==> src/rtl/dpm_pkg.sv <==
package dpm_pkg;

   localparam int CAUSE_W = 2;

   typedef struct packed {
      logic gnd;   // bit 1: live ground fault
      logic zrun;  // bit 0: latched zero run
   } dpm_cause_t;

   function automatic int cnt_width(input int limit);
      return $clog2(limit + 1);
   endfunction

endpackage

==> src/rtl/dpm_sync.sv <==
module dpm_sync #(
   parameter int W     = 1,
   parameter int DEPTH = 2
) (
   input  logic         clk_i,
   input  logic         rst_n_i,
   input  logic [W-1:0] d_i,
   output logic [W-1:0] q_o
);

   generate
      if (DEPTH == 0) begin : g_bypass
         assign q_o = d_i;
      end else begin : g_chain
         logic [W-1:0] stage [DEPTH];
         for (genvar i = 0; i < DEPTH; i++) begin : g_stage
            if (i == 0) begin : g_first
               always_ff @(posedge clk_i) begin
                  if (!rst_n_i) stage[i] <= '0;
                  else          stage[i] <= d_i;
               end
            end else begin : g_next
               always_ff @(posedge clk_i) begin
                  if (!rst_n_i) stage[i] <= '0;
                  else          stage[i] <= stage[i-1];
               end
            end
         end
         assign q_o = stage[DEPTH-1];
      end
   endgenerate

endmodule

==> src/rtl/dpm_glitch_filter.sv <==
module dpm_glitch_filter #(
   parameter int N_IN       = 4,
   parameter int MIN_W      = 3,
   parameter int SYNC_DEPTH = 2
) (
   input  logic            clk_i,
   input  logic            rst_n_i,
   input  logic [N_IN-1:0] cmp_i,
   output logic            mark_o
);

   localparam int RC_W = dpm_pkg::cnt_width(MIN_W);

   logic            act_raw;
   logic            act_s;
   logic [RC_W-1:0] run_cnt;

   // OR first, so skew between comparators cannot split one pulse
   assign act_raw = |cmp_i;

   dpm_sync #(.W(1), .DEPTH(SYNC_DEPTH)) u_sync (
      .clk_i   (clk_i),
      .rst_n_i (rst_n_i),
      .d_i     (act_raw),
      .q_o     (act_s)
   );

   always_ff @(posedge clk_i) begin
      if (!rst_n_i) begin
         run_cnt <= '0;
         mark_o  <= 1'b0;
      end else begin
         mark_o <= act_s && (run_cnt == RC_W'(MIN_W - 1));
         if (!act_s)
            run_cnt <= '0;
         else if (run_cnt != RC_W'(MIN_W))
            run_cnt <= run_cnt + 1'b1;
      end
   end

   AST_ONE_MARK_PER_PULSE: assert property (@(posedge clk_i) disable iff (!rst_n_i)
      mark_o |=> !mark_o);
   AST_NO_MARK_FIRST_SAMPLE: assert property (@(posedge clk_i) disable iff (!rst_n_i)
      $rose(act_s) |=> !mark_o);

endmodule

==> src/rtl/dpm_zero_run.sv <==
module dpm_zero_run #(
   parameter int LIMIT = 63
) (
   input  logic clk_i,
   input  logic rst_n_i,
   input  logic txclk_i,
   input  logic mark_i,
   input  logic clr_i,
   output logic zalarm_o
);

   localparam int CW = dpm_pkg::cnt_width(LIMIT);

   logic          txclk_q;
   logic          tick;
   logic          mark_pend;
   logic          had_mark;
   logic [CW-1:0] cnt;

   assign tick     = txclk_i & ~txclk_q;
   assign had_mark = mark_pend | mark_i;

   always_ff @(posedge clk_i) begin
      if (!rst_n_i) begin
         txclk_q   <= 1'b0;
         mark_pend <= 1'b0;
         cnt       <= '0;
         zalarm_o  <= 1'b0;
      end else begin
         txclk_q <= txclk_i;
         if (clr_i) begin
            mark_pend <= 1'b0;
            cnt       <= '0;
            zalarm_o  <= 1'b0;
         end else begin
            if (tick) begin
               mark_pend <= 1'b0;
               if (had_mark)
                  cnt <= '0;
               else if (cnt != CW'(LIMIT))
                  cnt <= cnt + 1'b1;
            end else if (mark_i) begin
               mark_pend <= 1'b1;
            end
            if (mark_i)
               zalarm_o <= 1'b0;
            else if (tick && !had_mark && cnt == CW'(LIMIT - 1))
               zalarm_o <= 1'b1;
         end
      end
   end

   AST_ALARM_AT_LIMIT: assert property (@(posedge clk_i) disable iff (!rst_n_i)
      $rose(zalarm_o) |-> (cnt == CW'(LIMIT)));
   AST_MARK_CLEARS: assert property (@(posedge clk_i) disable iff (!rst_n_i)
      mark_i |=> !zalarm_o);
   AST_HOST_CLEARS: assert property (@(posedge clk_i) disable iff (!rst_n_i)
      clr_i |=> (!zalarm_o && cnt == '0));
   AST_CNT_SATURATES: assert property (@(posedge clk_i) disable iff (!rst_n_i)
      (cnt == CW'(LIMIT)) |=> (cnt == CW'(LIMIT) || cnt == '0));

endmodule

==> src/rtl/dpm_monitor.sv <==
module dpm_monitor #(
   parameter int N_CMP      = 4,
   parameter int N_LEGS     = 2,
   parameter int MIN_W      = 3,
   parameter int ZERO_LIMIT = 63,
   parameter int SYNC_DEPTH = 2
) (
   input  logic                       clk_i,
   input  logic                       rst_n_i,
   input  logic                       txclk_i,
   input  logic [N_CMP-1:0]           cmp_i,
   input  logic [N_LEGS-1:0]          gnd_leg_i,
   input  logic                       host_clr_i,
   output logic                       alarm_o,
   output logic [dpm_pkg::CAUSE_W-1:0] cause_o
);

   generate
      if (MIN_W < 2)        begin : g_chk_w   $error("MIN_W must be at least 2");      end
      if (ZERO_LIMIT < 2)   begin : g_chk_lim $error("ZERO_LIMIT must be at least 2"); end
      if (N_CMP < 1)        begin : g_chk_cmp $error("N_CMP must be at least 1");      end
      if (N_LEGS < 1)       begin : g_chk_leg $error("N_LEGS must be at least 1");     end
      if (SYNC_DEPTH > 4)   begin : g_chk_syn $error("SYNC_DEPTH must not exceed 4");  end
   endgenerate

   logic               mark;
   logic               txclk_s;
   logic               zalarm;
   logic [N_LEGS-1:0]  gnd_s;
   dpm_pkg::dpm_cause_t cause;

   dpm_glitch_filter #(.N_IN(N_CMP), .MIN_W(MIN_W), .SYNC_DEPTH(SYNC_DEPTH)) u_filter (
      .clk_i   (clk_i),
      .rst_n_i (rst_n_i),
      .cmp_i   (cmp_i),
      .mark_o  (mark)
   );

   dpm_sync #(.W(1), .DEPTH(SYNC_DEPTH)) u_txclk_sync (
      .clk_i   (clk_i),
      .rst_n_i (rst_n_i),
      .d_i     (txclk_i),
      .q_o     (txclk_s)
   );

   dpm_sync #(.W(N_LEGS), .DEPTH(SYNC_DEPTH)) u_gnd_sync (
      .clk_i   (clk_i),
      .rst_n_i (rst_n_i),
      .d_i     (gnd_leg_i),
      .q_o     (gnd_s)
   );

   dpm_zero_run #(.LIMIT(ZERO_LIMIT)) u_zero_run (
      .clk_i    (clk_i),
      .rst_n_i  (rst_n_i),
      .txclk_i  (txclk_s),
      .mark_i   (mark),
      .clr_i    (host_clr_i),
      .zalarm_o (zalarm)
   );

   always_comb begin
      cause.zrun = zalarm;
      cause.gnd  = |gnd_s;
   end

   assign cause_o = cause;
   assign alarm_o = cause.zrun | cause.gnd;

   // cycles since reset, used to keep $past windows inside the reset-free span
   logic [1:0] settle_q;
   logic       gnd_any;
   assign gnd_any = |gnd_leg_i;

   always_ff @(posedge clk_i) begin
      if (!rst_n_i)            settle_q <= '0;
      else if (settle_q != 2'd3) settle_q <= settle_q + 1'b1;
   end

   AST_GND_RAISES: assert property (@(posedge clk_i) disable iff (!rst_n_i)
      (settle_q == 2'd3 && gnd_any && $past(gnd_any) && $past(gnd_any, 2)) |-> alarm_o);
   AST_GND_SELF_CLEARS: assert property (@(posedge clk_i) disable iff (!rst_n_i)
      (settle_q == 2'd3 && !gnd_any && !$past(gnd_any) && !$past(gnd_any, 2)) |-> !cause_o[1]);
   AST_ALARM_HAS_CAUSE: assert property (@(posedge clk_i) disable iff (!rst_n_i)
      alarm_o |-> (cause_o != '0));

endmodule

==> config.mk <==
export PLATFORM = sky130hd
export DESIGN_NAME = dpm_monitor
export DESIGN_NICKNAME = d
export VERILOG_FILES = /design/src/rtl/dpm_pkg.sv /design/src/rtl/dpm_sync.sv /design/src/rtl/dpm_glitch_filter.sv /design/src/rtl/dpm_zero_run.sv /design/src/rtl/dpm_monitor.sv
export SDC_FILE = /design/constraint.sdc
export NUM_CORES = 1
export LEC_CHECK = 0
export BUFFER_PORTS_ARGS = -buffer_cell sky130_fd_sc_hd__buf_4
export CAP_MARGIN = 15
export CORE_ASPECT_RATIO = 0.8
export CORE_UTILIZATION = 40
export CTS_CLUSTER_DIAMETER = 60
export DETAILED_ROUTE_END_ITERATION = 16
export GPL_ROUTABILITY_DRIVEN = 0
export MAX_ROUTING_LAYER = met4
export PLACE_DENSITY_LB_ADDON = 0.08
export SKIP_CTS_REPAIR_TIMING = 1
export SYNTH_ARGS = -nofsm -noshare
export SYNTH_HDL_FRONTEND = slang
export SYNTH_SLANG_ARGS = --single-unit
export TNS_END_PERCENT = 50
==> constraint.sdc <==
create_clock -name clk_i -period 2.65 [get_ports clk_i]
set_input_delay 0.1325 -clock clk_i [delete_from_list [all_inputs] [get_ports clk_i]]
set_output_delay 0.1325 -clock clk_i [all_outputs]
set_load 0.005 [all_outputs]
# Yosys cells after proc, flatten, opt, wreduce, memory -nomap -nowiden
# Memory sizes are Yosys's and may differ from the RTL's.
# Index checks and enable logic that the tools add are counted.
[totals] word_cells=48 inputBits=10 mem_bits_rw=8 mem_count=3 output_inout_bits=3 register_bits=12
[classes] eq_ne=4 bitwise_logic=11 reduce_logical=12 n_addsub=2 muxes=10
[memory_table] name="u_gnd_sync.g_chain.stage" words=2 word_bits=2 read_ports=2 rd_clocked_by_memory_dff=0 write_ports=2 line="dpm_sync.sv:15" text="logic [W-1:0] stage [DEPTH];"
[memory_table] name="u_filter.u_sync.g_chain.stage" words=2 word_bits=1 read_ports=2 rd_clocked_by_memory_dff=0 write_ports=2 line="dpm_sync.sv:15"
[memory_table] name="u_txclk_sync.g_chain.stage" words=2 word_bits=1 read_ports=2 rd_clocked_by_memory_dff=0 write_ports=2 line="dpm_sync.sv:15"
[op_table] op="6-bit two-way mux" count=2
[op_table] op="1-bit OR" count=8
[op_table] op="6-bit by 1-bit adder with 6-bit output, second input constant" count=1
[op_table] op="6-bit == test, second input constant" count=1
[op_table] op="1-bit two-way mux" count=6
[op_table] op="6-bit inequality test, second input constant" count=1
[op_table] op="3-bit OR reduction" count=2
[op_table] op="2-bit two-way mux" count=2
[op_table] op="2-bit AND reduction" count=2
[op_table] op="2-bit OR reduction" count=2
[op_table] op="4-bit OR reduction" count=1
[op_table] op="1-bit logical AND" count=3
[op_table] op="2-bit by 1-bit adder with 2-bit output, second input constant" count=1
[op_table] op="2-bit == test, second input constant" count=1
[op_table] op="2-bit inequality test, second input constant" count=1
[op_table] op="1-bit inverter" count=2
[op_table] op="2-bit nonzero test" count=1
[op_table] op="1-bit bitwise AND" count=1
[op_table] op="1-bit zero test" count=1

# Longest topological paths before layout
# Gate-level depths: netlist (run 1).
[logic_depth] depth_word=4 mapped_depth=5 ltp_nobuf=5

# By module
# Synthesis (run 1) repeated with hierarchy kept, for this count alone.
[hier_totals] hier_cells=82 hier_area_um2=833.3
[modules_own_cells] mod="dpm_zero_run" area_each_um2=469.2 cells_per_inst=49 seq_area_each_um2=180.2 instances=1
[modules_own_cells] mod="dpm_glitch_filter" area_each_um2=133.9 cells_per_inst=14 seq_area_each_um2=60.1 instances=1
[modules_own_cells] mod="dpm_sync (u_filter.u_sync ...)" area_each_um2=52.6 cells_per_inst=4 seq_area_each_um2=40.0 instances=2
[modules_own_cells] mod="dpm_sync (u_gnd_sync)" area_each_um2=105.1 cells_per_inst=8 seq_area_each_um2=80.1 instances=1
[modules_own_cells] mod="dpm_monitor" area_each_um2=20.0 cells_per_inst=3 seq_area_each_um2=0.0 instances=1

# Worst setup path before layout (run 1)
# Ideal clock, no wire load.
[synth_path] path_type="reg2reg" from="register u_zero_run.cnt[0]" to="register u_zero_run.cnt[5]" t_required_ns=2.521 t_arrival_ns=1.035 synth_period_minus_slack_ns=1.164 setup_time_ns=0.129 path_buffers=0 path_slack_ns=1.486 path_stages_with_launch=5 path_cell_list="dfxtp_1 ha_1 and2_1 nor4b_1 a211oi_1"
[synth_via] elab_chain_cells=3 elab_cells_between_ends=6 classes_between="1 x add/sub; 1 x eq/ne; 2 x mux; 2 x reduce/logical"
[synth_lines] item="start: declaration" line="dpm_zero_run.sv:18" text="logic [CW-1:0] cnt;"
[synth_lines] item="start signal: assignment" line="dpm_zero_run.sv:41" text="cnt <= cnt + 1'b1;"
[synth_lines] item="6-bit by 1-bit adder with 6-bit output or 6-bit inequality test (tied branches)" line="dpm_zero_run.sv:41, dpm_zero_run.sv:40"
[synth_lines] item="6-bit two-way mux or 2-bit nonzero test (tied branches)"
[synth_lines] item="6-bit two-way mux or 2-bit AND reduction (tied branches)"
# Parallel ways exist; a longest one is shown, timed or not. The select of a mux whose other input is x is not followed.
# A chain may end at the register's enable or synchronous reset.

==> flow_summary.rst, run 1 <==
.. list-table::
   :header-rows: 1

   * - Metric
     - Value
   * - Leakage dissipation
     - 0.388 nW
   * - Setup CP Type
     - reg -> reg
   * - Count of distinct cell types in the synthesized netlist
     - 28
   * - Number of buffers created by CTS
     - 3
   * - First-pass GRT wire length
     - 2280 um
   * - Commonest non-fill, non-tap cells in the layout
     - sky130_fd_sc_hd__dfxtp_1, sky130_fd_sc_hd__buf_4, sky130_fd_sc_hd__and2_1, sky130_fd_sc_hd__nand2_1
   * - Synth Register Bits
     - 20
   * - HPWL after DPL
     - 1010 um
   * - Vertical die dimension
     - 42.5 um
   * - TritonCTS clock tree
     - done
   * - Count of endpoints failing setup in the final report
     - 0
   * - Worst endpoint data arrival time
     - 1.59 ns
   * - Core Rows
     - 14
   * - EDFF count, synth
     - 0
   * - Share of the cycle needed by the critical path after routing
     - 0.531
   * - Core region area
     - 0.00191 mm2
   * - Unrepaired setup endpoints after global routing
     - false
   * - Final hold violations
     - 0
   * - Count of buffers from port buffering
     - 12
   * - Number of antenna violations at the first check in global routing
     - 0
   * - GR Overflow Total
     - 0
   * - Worst Tran Pin Value
     - 0.577 ns
   * - Total track usage
     - 0.145
   * - Die span in x
     - 52.6 um
   * - Layout cells sized above 1
     - 0.167
   * - Post-Syn Instances
     - 84
   * - Worst clock skew on the final layout
     - 0.00356 ns
   * - Max_slew headroom
     - 0.615
   * - Layout overhead on the synthesized area
     - 15.1%
   * - Share of synthesized registers carrying an async set or reset
     - 0
   * - Startpoint type of the worst setup path
     - flip-flop
   * - Die Footprint
     - 0.00223 mm2
   * - Type of the tightest min-delay check
     - in -> reg
   * - Wirelength per Cell
     - 11.1 um
   * - Clock latency at the later pin of the worst-skew pair
     - 0.28 ns
   * - First-iteration detailed-routing DRC count
     - 10
   * - Fill cells
     - 192
   * - Total cell area at the placement stage
     - 920 um2
   * - Final #Nets
     - 112
   * - Number of placed I/O pins
     - 13
   * - Number of nets produced by synthesis
     - 98
   * - Endpoint type of the worst setup path
     - flip-flop
   * - Number of warnings issued by yosys
     - 0
   * - Synthesized area
     - 818 um2
   * - Maximum buffer depth of the clock tree
     - 2
   * - Number of sinks driven by the clock tree
     - 20
   * - Final number of max-transition violations
     - 0
   * - Maximum number of pins on one net before global-route repair
     - 14
   * - Leading cell type in the layout, fill and taps excluded
     - sky130_fd_sc_hd__dfxtp_1
   * - Post-Synthesis Mean Instance Area
     - 9.74 um2
   * - Drc violations
     - 0
   * - Drt total wl
     - 1330 um
   * - Required time at the worst-slack endpoint
     - 2.84 ns
   * - Final Critical Period
     - 1.41 ns
   * - Result of the run
     - finished clean
   * - Main synth FF type
     - sky130_fd_sc_hd__dfxtp_1
   * - Worst setup slack after placement
     - 1.30 ns
   * - Detailed-route vias per instance
     - 5.17
   * - Diode insertion count for antenna repair
     - 0
   * - TritonRoute pass-1 iters
     - 4
   * - Share of synthesized area occupied by flip-flops and latches
     - 0.489
   * - Post-route ant nets
     - 0
   * - Vias in the first global route
     - 547
   * - Depth of the CTS H-tree
     - 1
   * - Maximum achievable frequency
     - 710 MHz
   * - Effective utilization at floorplan
     - 0.429
   * - Final Worst Setup Slack
     - 1.24 ns
   * - Crit path max fanout
     - 9
   * - Maxcap violations
     - 0
   * - Worst-path clk slew
     - 0.10 ns
   * - Cell area after layout
     - 942 um2
   * - Power Density
     - 503 mW/mm2
   * - CTS Root Cell
     - sky130_fd_sc_hd__clkbuf_4
   * - Peak ir drop on the vdd network
     - 0.290 mV
   * - Final total negative setup slack
     - 0 ns
   * - Detailed-route via count
     - 620
==> per-layer routing <==
layer,GRT usage,up-vias,part of all wire
li1,-,326,-
met1,0.181,276,0.55
met2,0.205,16,0.40
met3,0.0652,2,0.042
met4,0.0474,0,0.0098
met5,-,-,0
==> power by group <==
group / internal [W] / switching [W] / total [W]
Clock: 0.0000527 / 0.0000783 / 0.000131
Sequential: 0.000308 / 0.00000330 / 0.000311
Combinational: 0.0000188 / 0.0000131 / 0.0000319
Total: 0.000380 / 0.0000948 / 0.000474
==> path summary, 6_finish.rpt <==
check                                                      startpoint                               endpoint  slack (ns)  cells after the start
worst max-delay path            u_txclk_sync.g_chain.stage[1]$_DFF_P_         u_zero_run.cnt[3]$_SDFFE_PP0P_        1.24                      3
worst min-delay path                                          txclk_i  u_txclk_sync.g_chain.stage[0]$_DFF_P_        0.05                      2
worst min register to register  u_txclk_sync.g_chain.stage[0]$_DFF_P_  u_txclk_sync.g_chain.stage[1]$_DFF_P_        0.44                      1
worst max register to register  u_txclk_sync.g_chain.stage[1]$_DFF_P_         u_zero_run.cnt[3]$_SDFFE_PP0P_        1.24                      3
==> flip-flops by register name, indices dropped and copies added, names as in the netlist <==
signal	flops
u_zero_run.mark_pend	1
u_filter.run_cnt	2
u_zero_run.zalarm_o	1
u_zero_run.cnt	6
u_zero_run.txclk_q	1
u_filter.u_sync.g_chain.stage	2
u_txclk_sync.g_chain.stage	2
u_gnd_sync.g_chain.stage	4
u_filter.mark_o	1
==> per-stage QoR <==
stage	power, W	hold WS, ns	util	std cells
floorplan	0.000334	0.255	-	84
global placement	0.000350	0.343	0.482	117
detailed placement	0.000351	0.344	0.482	117
CTS	0.000485	0.0365	0.493	120
global route	0.000505	0.0312	0.493	120
finish	0.000474	0.0503	0.493	120
==> cells in the mapped netlist, drive strengths merged, types with 3 or more instances <==
| cell | n | share of area |
|---|---|---|
| o22ai | 3 | 0.023 |
| nor2b | 3 | 0.023 |
| ha | 4 | 0.061 |
| and2 | 9 | 0.069 |
| nor2 | 4 | 0.018 |
| and3 | 3 | 0.023 |
| nor3 | 3 | 0.018 |
| a211oi | 3 | 0.028 |
| dfxtp | 20 | 0.49 |
| nand2 | 5 | 0.023 |
==> kinds of logic after synthesis <==
family,share of synthesized area
AO/OA/AOI/OAI,0.167
XOR/XNOR,0.0107
adder cells (fa/ha/maj),0.0612
buffers and inverters,0.0321
flip-flops,0.489
AND/OR/NAND/NOR,0.240
==> final cells by class <==
cell class / count / area (um2) / share of cell area
Clock buffer: 3 / 22.5 / 0.0239
Inverter: 2 / 7.51 / 0.00797
Multi-Input combinational cell: 59 / 392 / 0.416
Sequential cell: 20 / 400 / 0.425
Tap cell: 24 / 30.0 / 0.0319
Timing Repair Buffer: 12 / 90.1 / 0.0956
==> worst max-delay path, stage by stage, from the launching register on <==
cell                      delay (ns)
sky130_fd_sc_hd__dfxtp_1        0.37
sky130_fd_sc_hd__nor2b_1        0.50
sky130_fd_sc_hd__o31ai_1        0.16
sky130_fd_sc_hd__a32o_1         0.28
Note: power is estimated with default switching activity, not from simulation.
==> inputs of run 2 (changes only) <==
Settings changed: ABC_AREA set to 1.
Clock period 2.65 ns to 1.45 ns, I/O delays scaled along.
==> run 2 against run 1 <==
  * Final area up 17%
  * Final cell count up 30%
  * Count of clock-buffer cells in the layout up 1
  * Die area up 11%
  * Largest cell class is now multi-input combinational cells
  * Critical path type is now in -> reg
  * Core utilization up 1.6 points
==> flow_summary.rst, run 2 <==
.. list-table::
   :header-rows: 1

   * - Metric
     - Value
   * - Effective utilization at floorplan
     - 0.424
   * - Die Footprint
     - 0.00248 mm2
   * - Share of synthesized area occupied by flip-flops and latches
     - 0.438
   * - Slowest CP cell
     - sky130_fd_sc_hd__dlygate4sd3_1
   * - CTS Root Cell
     - sky130_fd_sc_hd__clkbuf_4
   * - TritonCTS clock tree
     - done
   * - Number of placed I/O pins
     - 13
   * - Most area-hungry cell type in the Yosys netlist
     - sky130_fd_sc_hd__dfxtp_1
   * - First-pass GRT wire length
     - 2440 um
   * - Cell types occupying the most area after synthesis
     - sky130_fd_sc_hd__dfxtp_1, sky130_fd_sc_hd__nand2_1, sky130_fd_sc_hd__inv_1
   * - Share of the cycle needed by the critical path after routing
     - 0.977
   * - GR Overflow Total
     - 0
   * - Count leader, synth
     - sky130_fd_sc_hd__nand2_1
   * - Detailed-route via count
     - 708
   * - Vias in the first global route
     - 594
   * - Top flop regs
     - u_zero_run.cnt: 6 flops, u_gnd_sync.g_chain.stage: 4 flops
   * - EDFF count, synth
     - 0
   * - Worst endpoint data arrival time
     - 1.62 ns
   * - Number of antenna violations at the first check in global routing
     - 0
   * - Startpoint type of the worst setup path
     - input pin
   * - Final number of max-transition violations
     - 0
   * - Most common cell on crit path
     - sky130_fd_sc_hd__dlygate4sd3_1
   * - Final hold violations
     - 0
   * - Setup CP Type
     - in -> reg
   * - R2r startpoint
     - u_zero_run.cnt[1]$_SDFFE_PP0P_
   * - Maximum buffer depth of the clock tree
     - 2
   * - Core region area
     - 0.00216 mm2
   * - Number of flip-flops under the largest register name
     - 6
   * - Leading cell type in the layout, fill and taps excluded
     - sky130_fd_sc_hd__nand2_1
   * - Share of synthesized registers carrying an async set or reset
     - 0
   * - Yosys top cell area share
     - 0.438
   * - HPWL after DPL
     - 1090 um
   * - Startpoint of the most critical setup path
     - cmp_i[1]
   * - First-iteration detailed-routing DRC count
     - 12
   * - Post-route ant nets
     - 0
   * - List of cells traversed by the critical path
     - dlygate4sd3_1, buf_4, nor4_1, dlygate4sd3_1, nor2_1
   * - Worst Tran Pin Value
     - 0.278 ns
   * - Count of endpoints failing setup in the final report
     - 0
   * - Cell family with most CP delay
     - buffers and inverters
   * - Highest cell delay on the worst timing path
     - 0.58 ns
   * - Commonest non-fill, non-tap cells in the layout
     - sky130_fd_sc_hd__nand2_1, sky130_fd_sc_hd__inv_1, sky130_fd_sc_hd__dfxtp_1, sky130_fd_sc_hd__buf_4, sky130_fd_sc_hd__nand3_1
   * - Depth of the CTS H-tree
     - 1
   * - Drt total wl
     - 1480 um
   * - Peak ir drop on the vdd network
     - 0.737 mV
   * - Synthesized area
     - 915 um2
   * - Die span in x
     - 55.5 um
   * - Clock latency at the later pin of the worst-skew pair
     - 0.29 ns
   * - Drc violations
     - 0
   * - Maxcap violations
     - 0
   * - Count of distinct cell types in the synthesized netlist
     - 25
   * - Post-Synthesis Mean Instance Area
     - 8.09 um2
   * - Cell count after placement
     - 147
   * - Type of the tightest min-delay check
     - in -> reg
   * - Number of sinks driven by the clock tree
     - 20
   * - TritonRoute pass-1 iters
     - 4
   * - Hold Startpoint
     - rst_n_i
   * - Required time at the worst-slack endpoint
     - 1.65 ns
   * - Maximum number of pins on one net before global-route repair
     - 12
   * - Main synth FF type
     - sky130_fd_sc_hd__dfxtp_1
   * - Crit path max fanout
     - 1
   * - Number of warnings issued by yosys
     - 0
   * - Core Rows
     - 15
   * - Layout overhead on the synthesized area
     - 20.2%
   * - Count of buffers from port buffering
     - 12
   * - R2r setup slk
     - 0.15 ns
   * - Number of nets produced by synthesis
     - 127
   * - Maximum achievable frequency
     - 706 MHz
   * - Post-Syn Instances
     - 113
   * - Number of buffers created by CTS
     - 3
   * - Synth Register Bits
     - 20
   * - Detailed-route vias per instance
     - 4.54
   * - Bufs and invs on worst path
     - 3
   * - Power Density
     - 869 mW/mm2
   * - Layout cells sized above 1
     - 0.191
   * - Leakage dissipation
     - 0.525 nW
   * - Reg with most FFs
     - u_zero_run.cnt
   * - Final Critical Period
     - 1.42 ns
   * - Commonest cells in the synthesized netlist
     - sky130_fd_sc_hd__nand2_1, sky130_fd_sc_hd__dfxtp_1, sky130_fd_sc_hd__inv_1
   * - Diode insertion count for antenna repair
     - 0
   * - Vertical die dimension
     - 44.8 um
   * - Endpoint type of the worst setup path
     - flip-flop
   * - Final cell count without fillers
     - 156
   * - Wirelength per Cell
     - 9.51 um
   * - Final #Nets
     - 146
   * - Total Power
     - 0.000956 W
   * - Worst-path clk slew
     - 0.10 ns
   * - Result of the run
     - finished clean
   * - Final total negative setup slack
     - 0 ns
   * - Unrepaired setup endpoints after global routing
     - false
   * - Max_slew headroom
     - 0.815
   * - Total track usage
     - 0.135
   * - Worst clock skew on the final layout
     - 0.00268 ns
-- run 2: cell count changes after synthesis, sizes merged, moves of 3 or more --
cell   delta
o22ai     -3
nand3     +8
and3      -3
inv      +20
and2      -8
nor2b     -3
nand4     +4
nor2      +5
nand2    +22
-- run 2: final cells by class --
cell class,instances,area [um2]
inverter,22,85.1
tap,25,31.3
clock buffer,4,36.3
fill,202,1060
sequential,20,400
timing repair buffer,17,140
multi-input combinational,68,407
-- run 2: cell families after synthesis --
family / share of synthesized area
xor gates and xnor gates: 0.0192
AOI/OAI and AO/OA: 0.0520
buffers and inverters: 0.118
and+or+nand+nor: 0.319
DFF: 0.438
adders and majority gates: 0.0547
-- run 2: per-layer routing --
layer,global-route usage,routed length [um]
met1,0.165,799
met2,0.198,605
met3,0.0602,64
met4,0.0500,14
met5,-,0
-- run 2: power by group --
group | internal (W) | switching, W | total, W | leakage [nW]
combinational | 0.0000424 | 0.0000374 | 0.0000798 | 0.341
sequential | 0.000563 | 0.00000515 | 0.000568 | 0.163
clock | 0.000153 | 0.000155 | 0.000308 | 0.0210
total | 0.000758 | 0.000197 | 0.000956 | 0.525
-- run 2: path summary, 6_finish.rpt --
path,to,cells after the start
max,u_filter.u_sync.g_chain.stage[0]$_DFF_P_,5
max reg2reg,u_zero_run.cnt[2]$_SDFFE_PP0P_,7
min,u_gnd_sync.g_chain.stage[0][0]$_SDFF_PN0_,3
min reg2reg,u_txclk_sync.g_chain.stage[1]$_DFF_P_,2
-- run 2: worst min-delay path, delay by kind of cell --
family	cells	cell delay, ns
simple gates	1	0.06
buf+inv	2	0.19
-- run 2: per-stage QoR --
step	hold slack, ns	area (um2)	utilization	setup slack, ns
2_1_floorplan	0.170	915	-	0.292
3_3_place_gp	0.254	1010	0.470	0.207
3_5_place_dp	0.258	1010	0.470	0.168
4_1_cts	-0.0596	1050	0.486	0.144
5_1_grt	0.0311	1100	0.510	0.00716
6_report	0.0568	1100	0.510	0.0327
